`src/rtl/bscan_pkg.sv`:
```
package bscan_pkg;
  typedef enum logic [2:0] {
    BS_NORMAL = 3'd0,
    BS_SAMPLE = 3'd1,
    BS_EXTEST = 3'd2,
    BS_INTEST = 3'd3,
    BS_CLAMP  = 3'd4
  } bs_mode_e;
endpackage

```
`src/rtl/bscan_mode_dec.sv`:
```
module bscan_mode_dec
  import bscan_pkg::*;
(
  input  logic [2:0] mode_raw,
  output logic       drive_test
);
  always_comb begin
    case (mode_raw)
      BS_EXTEST, BS_INTEST, BS_CLAMP: drive_test = 1'b1;
      default:                        drive_test = 1'b0;
    endcase
  end
endmodule

```
`src/rtl/bscan_cell.sv`:
```
module bscan_cell (
  input  logic clk,
  input  logic rst_n,
  input  logic cap_en,
  input  logic shift_sel,
  input  logic upd_en,
  input  logic drive_test,
  input  logic pin_in,
  input  logic scan_in,
  output logic scan_out,
  output logic pin_out
);
  logic cap_q;
  logic upd_q;
  logic upd_take;

  // Update is blocked while a capture or shift edge is in progress
  assign upd_take = upd_en & ~cap_en;

  always_ff @(posedge clk or negedge rst_n) begin
    if (!rst_n)      cap_q <= 1'b0;
    else if (cap_en) cap_q <= shift_sel ? scan_in : pin_in;
  end

  always_ff @(posedge clk or negedge rst_n) begin
    if (!rst_n)        upd_q <= 1'b0;
    else if (upd_take) upd_q <= cap_q;
  end

  assign scan_out = cap_q;
  assign pin_out  = drive_test ? upd_q : pin_in;

  a_r2_capture: assert property (@(posedge clk) disable iff (!rst_n)
    (cap_en && !shift_sel) |=> (scan_out == $past(pin_in)));
  a_r3_shift: assert property (@(posedge clk) disable iff (!rst_n)
    (cap_en && shift_sel) |=> (scan_out == $past(scan_in)));
  a_r4_hold: assert property (@(posedge clk) disable iff (!rst_n)
    !cap_en |=> $stable(scan_out));
  a_r5_update: assert property (@(posedge clk) disable iff (!rst_n)
    (upd_en && !cap_en) |=> (upd_q == $past(scan_out)));
  a_r6_stable_shift: assert property (@(posedge clk) disable iff (!rst_n)
    cap_en |=> $stable(upd_q));
endmodule

```
`src/rtl/bscan_chain.sv`:
```
module bscan_chain #(
  parameter int NCELLS = 8
) (
  input  logic              clk,
  input  logic              rst_n,
  input  logic              cap_en,
  input  logic              shift_sel,
  input  logic              upd_en,
  input  logic [2:0]        mode,
  input  logic              tdi,
  input  logic [NCELLS-1:0] pin_in,
  output logic [NCELLS-1:0] pin_out,
  output logic              tdo
);
  localparam int LINKS = NCELLS + 1;

  logic [LINKS-1:0] link;
  logic             drive_test;

  bscan_mode_dec u_dec (
    .mode_raw   (mode),
    .drive_test (drive_test)
  );

  assign link[0] = tdi;

  for (genvar k = 0; k < NCELLS; k++) begin : g_cell
    bscan_cell u_cell (
      .clk        (clk),
      .rst_n      (rst_n),
      .cap_en     (cap_en),
      .shift_sel  (shift_sel),
      .upd_en     (upd_en),
      .drive_test (drive_test),
      .pin_in     (pin_in[k]),
      .scan_in    (link[k]),
      .scan_out   (link[k+1]),
      .pin_out    (pin_out[k])
    );
  end

  assign tdo = link[NCELLS];

  // outside drive modes the output is the pin value
  a_r7_passthru: assert property (@(posedge clk) disable iff (!rst_n)
    (mode < 3'd2 || mode > 3'd4) |-> (pin_out == pin_in));
  // in drive modes outputs change only on an update edge
  a_r8_drive_hold: assert property (@(posedge clk) disable iff (!rst_n)
    (mode inside {3'd2, 3'd3, 3'd4} && $stable(mode) && !$past(upd_en))
      |-> $stable(pin_out));
endmodule

```
`config.mk`:
```
export PLATFORM = sky130hd
export DESIGN_NAME = bscan_chain
export DESIGN_NICKNAME = d
export VERILOG_FILES = /design/src/rtl/bscan_pkg.sv /design/src/rtl/bscan_mode_dec.sv /design/src/rtl/bscan_cell.sv /design/src/rtl/bscan_chain.sv
export SDC_FILE = /design/constraint.sdc
export NUM_CORES = 1
export LEC_CHECK = 0
export ABC_CLOCK_PERIOD_IN_PS = 1500
export CORE_UTILIZATION = 55
export CTS_BUF_LIST = sky130_fd_sc_hd__clkbuf_2
export CTS_CLUSTER_SIZE = 14
export DETAILED_ROUTE_END_ITERATION = 10
export DONT_BUFFER_PORTS = 1
export PLACE_DENSITY = 0.73
export SETUP_SLACK_MARGIN = 0.1
export SLEW_MARGIN = 10
export SYNTH_ARGS = -nofsm -noshare
export SYNTH_HDL_FRONTEND = slang
export SYNTH_SLANG_ARGS = --single-unit
export TNS_END_PERCENT = 1
```
`constraint.sdc`:
```
create_clock -name clk -period 1.5 [get_ports clk]
set_clock_uncertainty 0.1 [all_clocks]
set_input_delay 0.225 -clock clk [delete_from_list [all_inputs] [get_ports clk]]
set_output_delay 0.225 -clock clk [all_outputs]
set_load 0.005 [all_outputs]
```
== Word level (Yosys, flattened, before mapping) ==
Cells that the tools add are included.
Operators by class
  eq/ne operators: 3
  muxes and demuxes: 17
  bitwise gates (word level): 2
  reduce and logical (&&, ||, !) cells: 1
Operator list (number)
  1-bit 2-to-1 mux: 17
  3-bit by 2-bit == test with 1-bit output, second input constant: 2
  3-bit == test, second input constant: 1
  3-bit OR reduction: 1
  1-bit bitwise AND: 1
  1-bit inverter: 1
Storage, ports and cells
  register bits after elaboration: 16
  input bits: 17
  output and inout port bits: 9
  logic and storage cells: 39

== Depth between registers and ports, before layout ==
Gate-level depths: netlist (run 1).
  depth in word-level cells: 4
  mapped depth: 4
  mapped depth without buffers: 3

== By module ==
From an unflattened synthesis (run 1), not the netlist that was laid out.
Second synthesis, totals
  cells, all modules: 66
  area, all modules: 827.0 sq um
By module, submodules not included
  bscan_cell: times used 8, cells each 8, area an instance 101.3 sq um
  bscan_mode_dec: times used 1, cells each 2, area an instance 16.3 sq um

== Worst setup path before layout (run 1) ==
OpenSTA, ideal clock, no wires.
  path type: in2out
  from: input mode[0]
  to: output pin_out[0]
  arrival: 1126 ps
  data required time: 1175 ps
  path slack: 49 ps
  stages: 4
  path buffers: 1
  cells stage by stage: nand2b_1 > mux2i_4 > mux2_2 > buf_4
Between the ends
  longest elaborated chain between the ends: 4
  elaborated cells between the ends (all ways): 6
  classes of those cells: eq/ne (3); mux (2); reduce/logical (1)
RTL lines
  from (decl): RTL line bscan_chain.sv:9  | input logic [2:0] mode,
  3-bit by 2-bit == test with 1-bit output / 3-bit == test (equally long branches): RTL line bscan_mode_dec.sv:8  | case (mode_raw)
  3-bit OR reduction (*): RTL line bscan_mode_dec.sv:8
  1-bit 2-to-1 mux (*): RTL line bscan_mode_dec.sv:8
  1-bit 2-to-1 mux (*): RTL line bscan_cell.sv:31  | assign pin_out = drive_test ? upd_q : pin_in;
  to (decl): RTL line bscan_chain.sv:12  | output logic [NCELLS-1:0] pin_out,
Mark *: on every way between the ends. The rest lies on a longest branch, timed or not.

== Final worst setup path (run 1) ==
Ends and elaborated chain as after synthesis.

==> out/results.txt, run 1 <==
CP endpoint = pin_out[0]
gp weighted congestion = 0.676
Post-synth EDFFs = 0
Hold Path Class = in2reg
slew margin rel. = 52.6%
vias in the first global route = 467
global-route wire length before repair = 2060 um
RSZ-0062 raised after global routing = false
Final Hold Vio Count = 0
GRT overflow = 0
Post-CTS Resized = 0
routed via count = 495
Synth Flop Type = dfrtp_1
die height = 41.2 um
Initial Utilization = 61.8%
Post-layout nets = 86
Pre-antenna DRT Iters = 2
average wire per standard cell = 16.9 um
Worst EP arrival = 1.04 ns
top cells by count, synth = dfrtp_1 (16), mux2_2 (16)
# IOs = 26
final setup fails = 0
Clk Latency, worst-skew pair = 0.29 ns
num rows = 13
DP HPWL = 970 um
Num CTS Buffers = 3
max-capacitance violation count = 0
CTS tree = done
final WL = 1390 um
Reg2Reg Depth = 1
clk root buf = clkbuf_2
Least-Margin Pin Slew = 0.709 ns
top cells by area, synth = dfrtp_1 (47%), mux2_2 (21%), mux2i_1 (9.5%)
layout cells sized above 1 = 34.3%
CORE AREA = 1370 um^2
Final Max Slew Viols = 0
post-synthesis to final-layout area growth = -0.296%
H-tree depth = 1
crit share post-route = 91.2%
register area = 400 um^2
Synth Register Bits = 16
reg2reg setup slack = 0.60 ns
Yosys warnings = 0
crit path time final = 1.37 ns
Worst Setup Path Type = in2out
crit path cell chain = nand2b_1, mux2i_4, buf_4, mux2_2
worst reg2reg path endpoint = g_cell[6].u_cell.upd_q$_DFFE_PN0P_
pre-CTS setup slack = 0.0421 ns
DRC viols = 0
initial antenna violation count = 0
PortBufs = 0
largest net degree at the start of global routing = 17
leakage = 0.352 nW
Worst VDD drop = 0.629 mV
clock tree sinks = 16
register area share after synthesis = 47.4%
Final WS setup = 0.132 ns
Total GRT Usage = 20.0%
Fmax achieved = 0.731 GHz
diode count = 0
Multi-input gate area = 365 um^2
CP endpoint kind = output pin
status = complete, no violations
CP peak stage delay = 0.35 ns
DR vias/cell = 6.04
area of the die = 1700 um^2
syn avg cell area = 11.9 um^2
synth unique cells = 11
pwr dens = 1070 nW/um^2
CP startpoint = mode[0]
cell area after synthesis = 845 um^2
post-route cell area = 842 um^2
Fillers = 123
starting DRC count in detailed routing = 3
TNS Setup = 0 ns
top cell type's share of synthesized area = 47.4%
CP Max Fanout = 5
asr flop ratio synth = 100%
worst r2r src = g_cell[6].u_cell.scan_out$_DFFE_PN0P_
cell area after placement = 792 um^2
DIE WIDTH = 41.2 um
Syn Inst Count = 71
WP data required = 1.17 ns
Synthesized Nets = 88
Longest Clk Path Bufs = 2
clk slew on worst S/H paths = 0.13 ns
Worst Setup Start Kind = primary input
Slowest-stage cell, CP = mux2_2
post-synth top area cell = dfrtp_1
post-route ant nets = 0
## metal layers
metal | vias to the layer above | routed length [um] | GRT usage [%]
li1 | 229 | - | -
met1 | 241 | 587 | 23.0
met2 | 21 | 642 | 30.9
met3 | 4 | 131 | 9.78
met4 | 0 | 23 | 9.68
met5 | - | 0 | 0
## cells by family after synthesis
family / count (synthesis) / synth area share (%)
muxes: 25 / 33.5
DFF: 16 / 47.4
buffers and inverters: 12 / 9.33
and+or+nand+nor: 10 / 5.04
AOI/OAI and AO/OA: 8 / 4.74
## power breakdown
group          internal [W]  switching [W]
clock             0.0000545       0.000126
sequential         0.000504      0.0000411
combinational      0.000106      0.0000709
total              0.000665       0.000238
## cell type report
| type | instances | area share [%] |
|---|---|---|
| flip-flops and latches | 16 | 47.5 |
| clock buffers | 3 | 1.78 |
| well taps | 15 | 2.23 |
| repair buffers | 5 | 5.05 |
| multi-input cells | 43 | 43.4 |
## stage by stage
| step | utilization (%) | power (W) | instances | hold WS (ns) |
|---|---|---|---|---|
| detailed placement | 58.0 | 0.000713 | 75 | -0.170 |
| finish | 61.6 | 0.000904 | 82 | 0.0206 |
| CTS | 61.6 | 0.000916 | 82 | 0.000446 |
| global placement | 58.0 | 0.000702 | 75 | -0.170 |
| global route | 61.6 | 0.000967 | 82 | 0.00928 |
| floorplan | - | 0.000733 | 71 | -0.171 |
## worst max-delay path: cells and delay by family
kind / cells / cell delay, ns
and+or+nand+nor: 1 / 0.15
buffers and inverters: 1 / 0.17
muxes: 2 / 0.50
## worst min-delay path by stage
stage	startpoint	to	slack [ns]	cells past startpoint
after global placement	rst_n	g_cell[5].u_cell.upd_q$_DFFE_PN0P_	-0.17	0
after CTS	cap_en	g_cell[1].u_cell.scan_out$_DFFE_PN0P_	0.0004	2
final	cap_en	g_cell[1].u_cell.scan_out$_DFFE_PN0P_	0.02	2
after global routing	pin_in[5]	g_cell[5].u_cell.scan_out$_DFFE_PN0P_	0.009	2
after detailed placement	rst_n	g_cell[5].u_cell.upd_q$_DFFE_PN0P_	-0.17	0
after floorplan	rst_n	g_cell[0].u_cell.scan_out$_DFFE_PN0P_	-0.17	0
## registers in the layout, indices dropped and copies added (netlist names)
name,cells
g_cell.u_cell.upd_q,8
g_cell.u_cell.scan_out,8
## timing repair
item	CTS	global route
setup endpoints to repair	8	0
hold buffers	2	0
endpoints found under the hold margin	24	0
buffers inserted	2	0
## layout by cell type (no fill, tap or decap)
| cell | n |
|---|---|
| a21oi_1 | 8 |
| buf_4 | 3 |
| clkbuf_2 | 3 |
| dfrtp_1 | 16 |
| dlygate4sd3_1 | 2 |
| mux2_2 | 16 |
| mux2i_1 | 8 |
| mux2i_4 | 1 |
| nand2b_1 | 1 |
| nor2_1 | 8 |
| nor2b_1 | 1 |
No activity file was read; power rests on OpenSTA's default activity.
==> run 2, diff against run 1 <==
Settings changed: CELL_PAD_IN_SITES_DETAIL_PLACEMENT set to 1, CELL_PAD_IN_SITES_GLOBAL_PLACEMENT set to 1, CORE_UTILIZATION 55 to 44, PLACE_DENSITY 0.73 to unset, PLACE_DENSITY_LB_ADDON set to 0.1.
==> out/results.txt, run 2 (synthesis gave the netlist of run 1 again) <==
PortBufs = 0 (unchanged)
H-tree depth = 1 (unchanged)
crit path cell chain = nand2b_1, mux2i_4, buf_4, mux2_2 (unchanged)
Pre-antenna DRT Iters = 1 (was 2)
clock tree sinks = 16 (unchanged)
starting DRC count in detailed routing = 0 (was 3)
Worst Setup Start Kind = primary input (unchanged)
cell area after placement = 805 um^2 (was 792 um^2)
status = complete, no violations (unchanged)
Worst VDD drop = 0.581 mV (was 0.629 mV)
CP Max Fanout = 4 (was 5)
final WL = 1490 um (was 1390 um)
crit share post-route = 90.4% (was 91.2%)
area of the die = 2100 um^2 (was 1700 um^2)
DIE WIDTH = 45.8 um (was 41.2 um)
gp weighted congestion = 0.676 (about the same)
Total GRT Usage = 17.0% (was 20.0%)
Fmax achieved = 0.737 GHz (was 0.731 GHz)
Worst EP arrival = 1.03 ns (was 1.04 ns)
Num CTS Buffers = 3 (unchanged)
crit path time final = 1.36 ns (was 1.37 ns)
average wire per standard cell = 16.2 um (was 16.9 um)
Slowest-stage cell, CP = mux2_2 (unchanged)
post-route ant nets = 0 (unchanged)
die height = 45.8 um (was 41.2 um)
clk root buf = clkbuf_2 (unchanged)
DRC viols = 0 (unchanged)
CP peak stage delay = 0.35 ns (about the same)
post-synthesis to final-layout area growth = 1.19% (was -0.296%)
clk slew on worst S/H paths = 0.14 ns (was 0.13 ns)
num rows = 15 (was 13)
Initial Utilization = 47.9% (was 61.8%)
layout cells sized above 1 = 34.3% (unchanged)
final setup fails = 0 (unchanged)
CP endpoint kind = output pin (unchanged)
RSZ-0062 raised after global routing = false (unchanged)
Longest Clk Path Bufs = 2 (unchanged)
global-route wire length before repair = 2380 um (was 2060 um)
CTS tree = done (unchanged)
WP buf/inv = 1 (unchanged)
max-capacitance violation count = 0 (unchanged)
slew margin rel. = 52.3% (was 52.6%)
largest net degree at the start of global routing = 17 (unchanged)
leakage = 0.352 nW (unchanged)
# IOs = 26 (unchanged)
GRT overflow = 0 (unchanged)
post-route cell area = 855 um^2 (was 842 um^2)
WP data required = 1.17 ns (about the same)
initial antenna violation count = 0 (unchanged)
vias in the first global route = 504 (was 467)
Power Total = 0.000904 W (about the same)
Clk Latency, worst-skew pair = 0.28 ns (was 0.29 ns)
Fillers = 205 (was 123)
DR vias/cell = 5.29 (was 6.04)
routed via count = 487 (was 495)
TNS Setup = 0 ns (unchanged)
Post-layout nets = 86 (unchanged)
Worst Setup Path Type = in2out (unchanged)
Crit path max-delay family = multiplexers (unchanged)
Least-Margin Pin Slew = 0.713 ns (was 0.709 ns)
Hold Path Class = in2reg (unchanged)
pwr dens = 1060 nW/um^2 (was 1070 nW/um^2)
Final Max Slew Viols = 0 (unchanged)
CORE AREA = 1760 um^2 (was 1370 um^2)
most frequent cells in the layout = mux2_2 (16), dfrtp_1 (16), mux2i_1 (8), nor2_1 (8), a21oi_1 (8) (unchanged)
Final Hold Vio Count = 0 (unchanged)
diode count = 0 (unchanged)
-- run 2: cell counts in the layout (fill, tap and decap cells not counted) --
No cell type changed its count.
-- run 2: stage by stage --
| stage | setup slack (ns) | hold slack, ns | cells | utilization [%] |
|---|---|---|---|---|
| global placement | 0.0526 | -0.170 | 85 | 45.6 |
| floorplan | 0.0486 | -0.171 | 71 | - |
| CTS | 0.143 | 0.00146 | 92 | 48.4 |
| detailed placement | 0.0447 | -0.170 | 85 | 45.6 |
| finish | 0.143 | 0.0100 | 92 | 48.4 |
| global route | 0.121 | 0.00118 | 92 | 48.4 |
-- run 2: repair_timing --
item                                    CTS  global route
resized for setup                         0             0
hold buffers                              2             0
hold endpoints to repair                 24             0
endpoints found under the setup margin    8             0
setup buffers                             2             0
-- run 2: final cells by class --
class | count | area, um^2 | share of cell area, %
Clock buffer | 3 | 15.0 | 1.76
Multi-Input combinational cell | 43 | 365 | 42.8
Sequential cell | 16 | 400 | 46.9
Tap cell | 25 | 31.3 | 3.66
Timing Repair Buffer | 5 | 42.5 | 4.98
-- run 2: worst paths after layout --
check,startpoint,to,slack (ns),cells past startpoint
worst max-delay path,mode[0],pin_out[5],0.14,4
worst min register to register,g_cell[6].u_cell.upd_q$_DFFE_PN0P_,g_cell[6].u_cell.upd_q$_DFFE_PN0P_,0.42,1
min in group asynchronous,rst_n,g_cell[6].u_cell.upd_q$_DFFE_PN0P_,0.32,1
max in group asynchronous,rst_n,g_cell[1].u_cell.scan_out$_DFFE_PN0P_,0.53,1
worst min-delay path,cap_en,g_cell[5].u_cell.scan_out$_DFFE_PN0P_,0.01,2
worst max register to register,g_cell[7].u_cell.scan_out$_DFFE_PN0P_,g_cell[7].u_cell.upd_q$_DFFE_PN0P_,0.59,1
-- run 2: power by group --
part / internal, W / switching, W / total, W / leakage, nW
clock network: 0.0000546 / 0.000125 / 0.000180 / 0.0125
registers: 0.000505 / 0.0000434 / 0.000548 / 0.176
logic: 0.000106 / 0.0000702 / 0.000176 / 0.163
-- run 2: layer usage --
| metal | track usage [%] | vias up | routed length (um) |
|---|---|---|---|
| li1 | - | 230 | - |
| met3 | 3.97 | 2 | 69 |
| met4 | 10.6 | 0 | 9 |
| met5 | 0 | - | 0 |
| met1 | 21.0 | 242 | 649 |
| met2 | 26.9 | 13 | 758 |
==> run 3, diff against run 2 <==
Settings changed: CTS_BUF_LIST sky130_fd_sc_hd__clkbuf_2 to sky130_fd_sc_hd__clkbuf_4, MAX_ROUTING_LAYER set to met4, REMOVE_ABC_BUFFERS set to 1.
==> out/results.txt, run 3 (synthesis gave the netlist of run 1 again) <==
status = complete, no violations (unchanged)
TNS Setup = 0 ns (unchanged)
critical path depth = 4 (unchanged)
DIE WIDTH = 45.8 um (unchanged)
# IOs = 26 (unchanged)
Clk Latency, worst-skew pair = 0.28 ns (about the same)
CP endpoint kind = output pin (unchanged)
GRT overflow = 0 (unchanged)
final setup fails = 0 (unchanged)
most frequent cells in the layout = mux2_2 (16), dfrtp_1 (16), mux2i_1 (8), nor2_1 (8), a21oi_1 (8) (unchanged)
global-route wire length before repair = 2420 um (was 2380 um)
gp weighted congestion = 0.677 (was 0.676)
clk root buf = clkbuf_4 (was clkbuf_2)
Post-layout nets = 86 (unchanged)
H-tree depth = 1 (unchanged)
num rows = 15 (unchanged)
Final Max Slew Viols = 0 (unchanged)
post-synthesis to final-layout area growth = 2.52% (was 1.19%)
Worst Setup Start Kind = primary input (unchanged)
Fillers = 200 (was 205)
Fin Hold WS = 0.00578 ns (was 0.0100 ns)
clk slew on worst S/H paths = 0.09 ns (was 0.14 ns)
pwr dens = 1100 nW/um^2 (was 1060 nW/um^2)
CP Max Fanout = 4 (unchanged)
DR vias/cell = 5.38 (was 5.29)
Least-Margin Pin Slew = 0.749 ns (was 0.713 ns)
Longest Clk Path Bufs = 2 (unchanged)
diode count = 0 (unchanged)
initial antenna violation count = 0 (unchanged)
Worst VDD drop = 0.493 mV (was 0.581 mV)
slew margin rel. = 49.9% (was 52.3%)
max-capacitance violation count = 0 (unchanged)
Reg2Reg Depth = 1 (unchanged)
reg2reg setup slack = 0.60 ns (was 0.59 ns)
PortBufs = 0 (unchanged)
CORE AREA = 1760 um^2 (unchanged)
CTS tree = done (unchanged)
area of the die = 2100 um^2 (unchanged)
DRC viols = 0 (unchanged)
Post-CTS Resized = 0 (unchanged)
crit path time final = 1.35 ns (was 1.36 ns)
starting DRC count in detailed routing = 2 (was 0)
GR Util met2 = 26.0% (was 26.9%)
clock tree sinks = 16 (unchanged)
Final WS setup = 0.145 ns (was 0.143 ns)
met1 usage in global routing = 24.0% (was 21.0%)
final core utilization = 49.1% (was 48.4%)
Total GRT Usage = 17.6% (was 17.0%)
Worst EP arrival = 1.03 ns (about the same)
GR Util met3 = 3.97% (unchanged)
final WL = 1560 um (was 1490 um)
worst r2r src = g_cell[7].u_cell.scan_out$_DFFE_PN0P_ (unchanged)
post-route ant nets = 0 (unchanged)
DP HPWL = 1110 um
gr busiest metal = met2 (unchanged)
routed via count = 500 (was 487)
RSZ-0062 raised after global routing = false (unchanged)
Pre-antenna DRT Iters = 2 (was 1)
CP startpoint = mode[0] (unchanged)
pre-CTS setup slack = 0.139 ns (was 0.0447 ns)
worst reg2reg path endpoint = g_cell[7].u_cell.upd_q$_DFFE_PN0P_ (unchanged)
WP buf/inv = 1 (unchanged)
crit share post-route = 90.3% (was 90.4%)
WP data required = 1.17 ns (about the same)
Crit path max-delay family = multiplexers (unchanged)
largest net degree at the start of global routing = 17 (unchanged)
average wire per standard cell = 16.8 um (was 16.2 um)
crit path cell chain = nand2b_1, mux2i_4, buf_4, mux2_2 (unchanged)
Worst Setup Path Type = in2out (unchanged)
Post-CTS Setup Bufs = 0 (was 2)
vias in the first global route = 474 (was 504)
CP endpoint = pin_out[4] (was pin_out[5])
Initial Utilization = 47.9% (unchanged)
Final Hold Vio Count = 0 (unchanged)
leakage = 0.354 nW (was 0.352 nW)
CTS Hold Bufs = 2 (unchanged)
layout cells sized above 1 = 33.8% (was 34.3%)
die height = 45.8 um (unchanged)
Hold Path Class = in2reg (unchanged)
Slowest-stage cell, CP = mux2_2 (unchanged)
Num CTS Buffers = 3 (unchanged)
Fmax achieved = 0.738 GHz (was 0.737 GHz)
CP peak stage delay = 0.34 ns (was 0.35 ns)
run 3: metal layers:
| layer | up-vias | share of wire, % |
|---|---|---|
| met2 | 15 | 50 |
| li1 | 230 | - |
| met3 | 2 | 4.5 |
| met4 | 0 | 0.64 |
| met1 | 253 | 45 |
| met5 | - | 0 |
run 3: layout make-up:
class	instances	area (um^2)	area share (%)
Sequential cell	16	400	46.2
Multi-Input combinational cell	43	365	42.2
Timing Repair Buffer	5	42.5	4.91
Tap cell	25	31.3	3.61
Clock buffer	3	22.5	2.60
Clock inverter	1	3.75	0.434
run 3: worst min path at each step:
stage               startpoint                               endpoint  slack, ns  cells past startpoint
floorplan                rst_n  g_cell[0].u_cell.scan_out$_DFFE_PN0P_      -0.17                      0
global placement         rst_n     g_cell[5].u_cell.upd_q$_DFFE_PN0P_      -0.17                      0
detailed placement       rst_n     g_cell[5].u_cell.upd_q$_DFFE_PN0P_      -0.17                      0
CTS                     cap_en  g_cell[1].u_cell.scan_out$_DFFE_PN0P_     0.0003                      2
global route            cap_en  g_cell[1].u_cell.scan_out$_DFFE_PN0P_      0.005                      2
finish                  cap_en  g_cell[2].u_cell.scan_out$_DFFE_PN0P_      0.006                      2
run 3: power breakdown:
| group | switching [W] | internal, W | leakage (nW) |
|---|---|---|---|
| Clock | 0.000130 | 0.0000963 | 0.0154 |
| Sequential | 0.0000460 | 0.000505 | 0.176 |
| Combinational | 0.0000681 | 0.000106 | 0.163 |
| Total | 0.000244 | 0.000707 | 0.354 |
run 3: per-stage QoR:
step	total power, W	instance area [um^2]	std cells
floorplan	0.000679	766	59
global placement	0.000714	820	87
detailed placement	0.000722	820	87
finish	0.000952	866	93
CTS	0.000968	866	93
global route	0.00100	866	93
